### config.mk
export PLATFORM = sky130hd
export DESIGN_NAME = sc_clkgen
export DESIGN_NICKNAME = d
export VERILOG_FILES = /design/src/rtl/sc_clkgen_pkg.sv /design/src/rtl/sc_prescaler.sv /design/src/rtl/sc_period_ctr.sv /design/src/rtl/sc_setting_latch.sv /design/src/rtl/sc_clkgen.sv
export SDC_FILE = /design/constraint.sdc
export NUM_CORES = 1
export LEC_CHECK = 0
export BUFFER_PORTS_ARGS = -buffer_cell sky130_fd_sc_hd__buf_4
export CAP_MARGIN = 0
export CORE_UTILIZATION = 35
export CTS_CLUSTER_SIZE = 16
export DETAILED_ROUTE_END_ITERATION = 10
export GPL_ROUTABILITY_DRIVEN = 0
export GPL_TIMING_DRIVEN = 0
export SLEW_MARGIN = 0
export SYNTH_ARGS = -nofsm -noshare
export SYNTH_HDL_FRONTEND = slang
export SYNTH_SLANG_ARGS = --single-unit
### constraint.sdc
create_clock -name clk_i -period 3 [get_ports clk_i]
set_input_delay 0 -clock clk_i [delete_from_list [all_inputs] [get_ports clk_i]]
set_output_delay 0 -clock clk_i [all_outputs]
set_load 0.05 [all_outputs]
### src/rtl/sc_clkgen_pkg.sv
package sc_clkgen_pkg;
  localparam int unsigned SAMP_W_DEF = 11;
  localparam int unsigned PRE_W_DEF  = 3;
endpackage

### src/rtl/sc_prescaler.sv
module sc_prescaler #(
  parameter int unsigned W = 3
) (
  input  logic         clk_i,
  input  logic         rst_ni,
  input  logic         run_i,
  input  logic [W-1:0] div_i,
  output logic         tc_o
);
  logic [W-1:0] cnt_q;

  assign tc_o = run_i && (cnt_q == div_i);

  always_ff @(posedge clk_i or negedge rst_ni) begin
    if (!rst_ni)            cnt_q <= '0;
    else if (!run_i || tc_o) cnt_q <= '0;
    else                    cnt_q <= cnt_q + 1'b1;
  end
endmodule

### src/rtl/sc_period_ctr.sv
module sc_period_ctr #(
  parameter int unsigned W = 11
) (
  input  logic         clk_i,
  input  logic         rst_ni,
  input  logic         run_i,
  input  logic         step_i,
  input  logic [W-1:0] lim_i,
  output logic         wrap_o
);
  logic [W-1:0] cnt_q;

  assign wrap_o = step_i && (cnt_q == lim_i);

  always_ff @(posedge clk_i or negedge rst_ni) begin
    if (!rst_ni)      cnt_q <= '0;
    else if (!run_i)  cnt_q <= '0;
    else if (wrap_o)  cnt_q <= '0;
    else if (step_i)  cnt_q <= cnt_q + 1'b1;
  end
endmodule

### src/rtl/sc_setting_latch.sv
module sc_setting_latch #(
  parameter int unsigned W = 8
) (
  input  logic         clk_i,
  input  logic         rst_ni,
  input  logic         load_i,
  input  logic [W-1:0] d_i,
  output logic [W-1:0] q_o
);
  always_ff @(posedge clk_i or negedge rst_ni) begin
    if (!rst_ni)     q_o <= '0;
    else if (load_i) q_o <= d_i;
  end
endmodule

### src/rtl/sc_clkgen.sv
module sc_clkgen
  import sc_clkgen_pkg::*;
#(
  parameter int unsigned SAMP_W = SAMP_W_DEF,
  parameter int unsigned PRE_W  = PRE_W_DEF
) (
  input  logic              clk_i,
  input  logic              rst_ni,
  input  logic              run_i,
  input  logic              clk_out_en_i,
  input  logic [SAMP_W-1:0] samp_i,
  input  logic [PRE_W-1:0]  pre_i,
  output logic              bit_tick_o,
  output logic              card_clk_o
);
  logic [SAMP_W-1:0] s_lat;
  logic [PRE_W-1:0]  n_lat;
  logic              half_tc;
  logic              phase_q;
  logic              wrap;
  logic              load;

  // settings follow inputs while idle, otherwise only at a bit boundary
  assign load = !run_i || wrap;

  sc_setting_latch #(.W(SAMP_W)) u_s_lat (
    .clk_i, .rst_ni, .load_i(load), .d_i(samp_i), .q_o(s_lat)
  );

  sc_setting_latch #(.W(PRE_W)) u_n_lat (
    .clk_i, .rst_ni, .load_i(load), .d_i(pre_i), .q_o(n_lat)
  );

  sc_prescaler #(.W(PRE_W)) u_pre (
    .clk_i, .rst_ni, .run_i, .div_i(n_lat), .tc_o(half_tc)
  );

  always_ff @(posedge clk_i or negedge rst_ni) begin
    if (!rst_ni)      phase_q <= 1'b0;
    else if (!run_i)  phase_q <= 1'b0;
    else if (half_tc) phase_q <= ~phase_q;
  end

  // one card clock period ends when the high half expires
  sc_period_ctr #(.W(SAMP_W)) u_per (
    .clk_i, .rst_ni, .run_i,
    .step_i(half_tc && phase_q),
    .lim_i(s_lat),
    .wrap_o(wrap)
  );

  assign bit_tick_o = wrap;
  assign card_clk_o = phase_q && clk_out_en_i && run_i;
endmodule

==> metrics <==
total CTS buffers=5; Die X-Extent=slightly below 70 um; area grow syn2layout=28.50%; top_reg_cell synth=dfrtp_1; H-tree levels=2; hold slack=~24 ps; Core Util, Final=47.98%; I/O Buffers=19; YS warnings=0; total track usage=~19%; Post-synth ARST share=100.0%; Commonest cells post-synth=dfrtp_1 (29), mux2_2 (14), xor2_1 (13); final slew viol count=0; DRC Markers=0; Post-Syn Instances=145; clock slew at reported path FFs=~60 ps; proportion of netlist area held by the largest area contributor=between 40% and 50%; Area contributors post-synth=dfrtp_1 (47%), mux2_2 (10%), xor2_1 (7.4%), and3_1 (2.9%), nand2_1 (2.7%); Critical Path RT=3160 ps; num rows=23; TritonCTS clock tree=built; Setup Fix Bufs, Post-CTS=0; GRT overflow=0; die height=about 68 um; fin crit period=about 2600 ps; ANT cells=0; die area=4659 sq um; PwrDens=between 400 and 500 nW/um^2; IO Count=20; Netlist cell types=34; status=complete, no violations; post-DP HPWL=around 2.5 mm; vias in the first global route=1278; Final Setup Violations=0; HP Class=input pin to flop; Place WS=roughly 440 ps; Post-synth EDFFs=0; critical path fanouts, max=10; Leak=approximately 0.88 nW; relative slew slack=around 66%; ratio of cells with drive above 1 in the final layout=25.13%; critical path launch point type=flop; Final Hold Vio Count=0; Vias=around 1200; non-filler cells in the finished layout=about 240; Area after DPL=around 1700 sq um; Starting Density=a little under two fifths; Placed Cells=~210; root buf cell=clkbuf_8; first-pass GRT wire length=6.092 mm; Layout Skew=3.465 ps; final setup TNS=0 ps; Routed WL=3.463 mm; drt pass-1 iters=4; vias per cell=just over 5; Final period util=86.32%; largest net degree at the start of global routing=30; worst skew pair latency=about 280 ps; RSZ-0062 raised after global routing=false; Synth Register Bits=29; Critical Path AT=between 2000 and 3000 ps; fin area=around 2000 sq um; core area=roughly 4100 sq um; iteration-0 DRC count of the detailed router=35; nets=206; CP Class=flop to flop; Worst-Margin Slew=between 500 and 600 ps; leading area contributor after synthesis=dfrtp_1; Crit. End Element=flop; antenna viol nets, final=0; routed len/inst=approximately 15 um; Mapped Nets=165; maximum vdd drop=262.1 uV; syn avg cell area=10.60 sq um; top-count cell post-synth=dfrtp_1; total chip power=slightly above 900 uW; max-cap viol count=0; fmax=roughly 0.39 GHz; CTS Buffer Depth=2; CTS Sinks=29; Final Worst Setup Slack=~410 ps; synthesized area=1536 sq um; initial antenna violation count=0; sequential-to-total area share from yosys stat=between 40% and 50%; cts repair resizes=0
==> metal layers <==
layer	routed length (um)	vias to the layer above	global-route usage, %
li1	-	604	-
met1	1567	598	22.93
met2	1730	17	29.66
met3	100	6	5.167
met4	65	0	8.594
met5	0	-	0
==> final cells by class <==
type | instances | area, sq um
multi-input cells | 107 | 767.0
well taps | 50 | 62.56
clock buffers | 6 | 72.57
flip-flops and latches | 29 | 725.7
repair buffers | 34 | 292.8
clock inverters | 2 | 10.01
fillers | 397 | 2141
plain buffers | 7 | 36.28
inverters | 2 | 7.507
==> cell usage in the layout (no fill, tap or decap), drive strengths merged, types with 3 or more instances in the layout <==
cell         synthesis  routed
dfrtp               29      29
buf                  3      22
dlygate4sd3          0      15
mux2                14      14
xor2                13      13
nand2               11      11
clkbuf               4      10
nand3                7       7
and3                 7       7
nor2                 5       5
a21oi                5       5
o21ai                5       5
nor4                 4       4
xnor2                3       3
nor3                 3       3
and2                 3       3
or4                  3       3
a31o                 3       3
o21a                 3       3
nor2b                3       3
==> cell families after synthesis <==
group / Yosys count / share of synthesized area [%]
buffers and inverters: 9 / 2.850
DFF: 29 / 47.23
AOI/OAI and AO/OA: 22 / 9.773
muxes: 14 / 10.26
xor gates and xnor gates: 16 / 9.121
and+or+nand+nor: 53 / 19.14
adders and majority gates: 2 / 1.628
==> registers in the layout (all words and copies together), names as in the netlist <==
register     flops
u_per.cnt_q     11
u_s_lat.q_o     11
u_n_lat.q_o      3
u_pre.cnt_q      3
phase_q          1
==> worst max-delay path, stage by stage (launching register included) <==
cell     delay, ps
dfrtp_1        450
xor2_1         170
nor4_1         490
nand3_1        410
o21ai_2        390
buf_6          210
mux2_2         350
==> where the power goes <==
| part | leakage (nW) | switching [mW] | internal (mW) | total, mW |
|---|---|---|---|---|
| registers | 0.369 | 0.0314 | 0.426 | 0.457 |
| logic | 0.463 | 0.0635 | 0.0829 | 0.146 |
| clock network | 0.0450 | 0.147 | 0.160 | 0.307 |
==> repair_timing <==
item	in CTS	in global routing
endpoints found under the setup margin	0	0
hold buffers	15	0
endpoints found under the hold margin	43	0
==> final timing paths <==
kind | from | slack [ps] | endpoint | cells after the start
setup / recovery | u_per.cnt_q[5] | 410 | u_s_lat.q_o[6] | 6
hold / removal | run_i | 20 | u_per.cnt_q[2] | 2
setup reg to reg | u_per.cnt_q[5] | 410 | u_s_lat.q_o[6] | 6
hold reg to reg | u_pre.cnt_q[0] | 480 | u_pre.cnt_q[0] | 1
max in group asynchronous | rst_ni | 2540 | u_per.cnt_q[6] | 2
min in group asynchronous | rst_ni | 180 | u_per.cnt_q[9] | 2
Note: power is estimated with default switching activity, not from simulation.
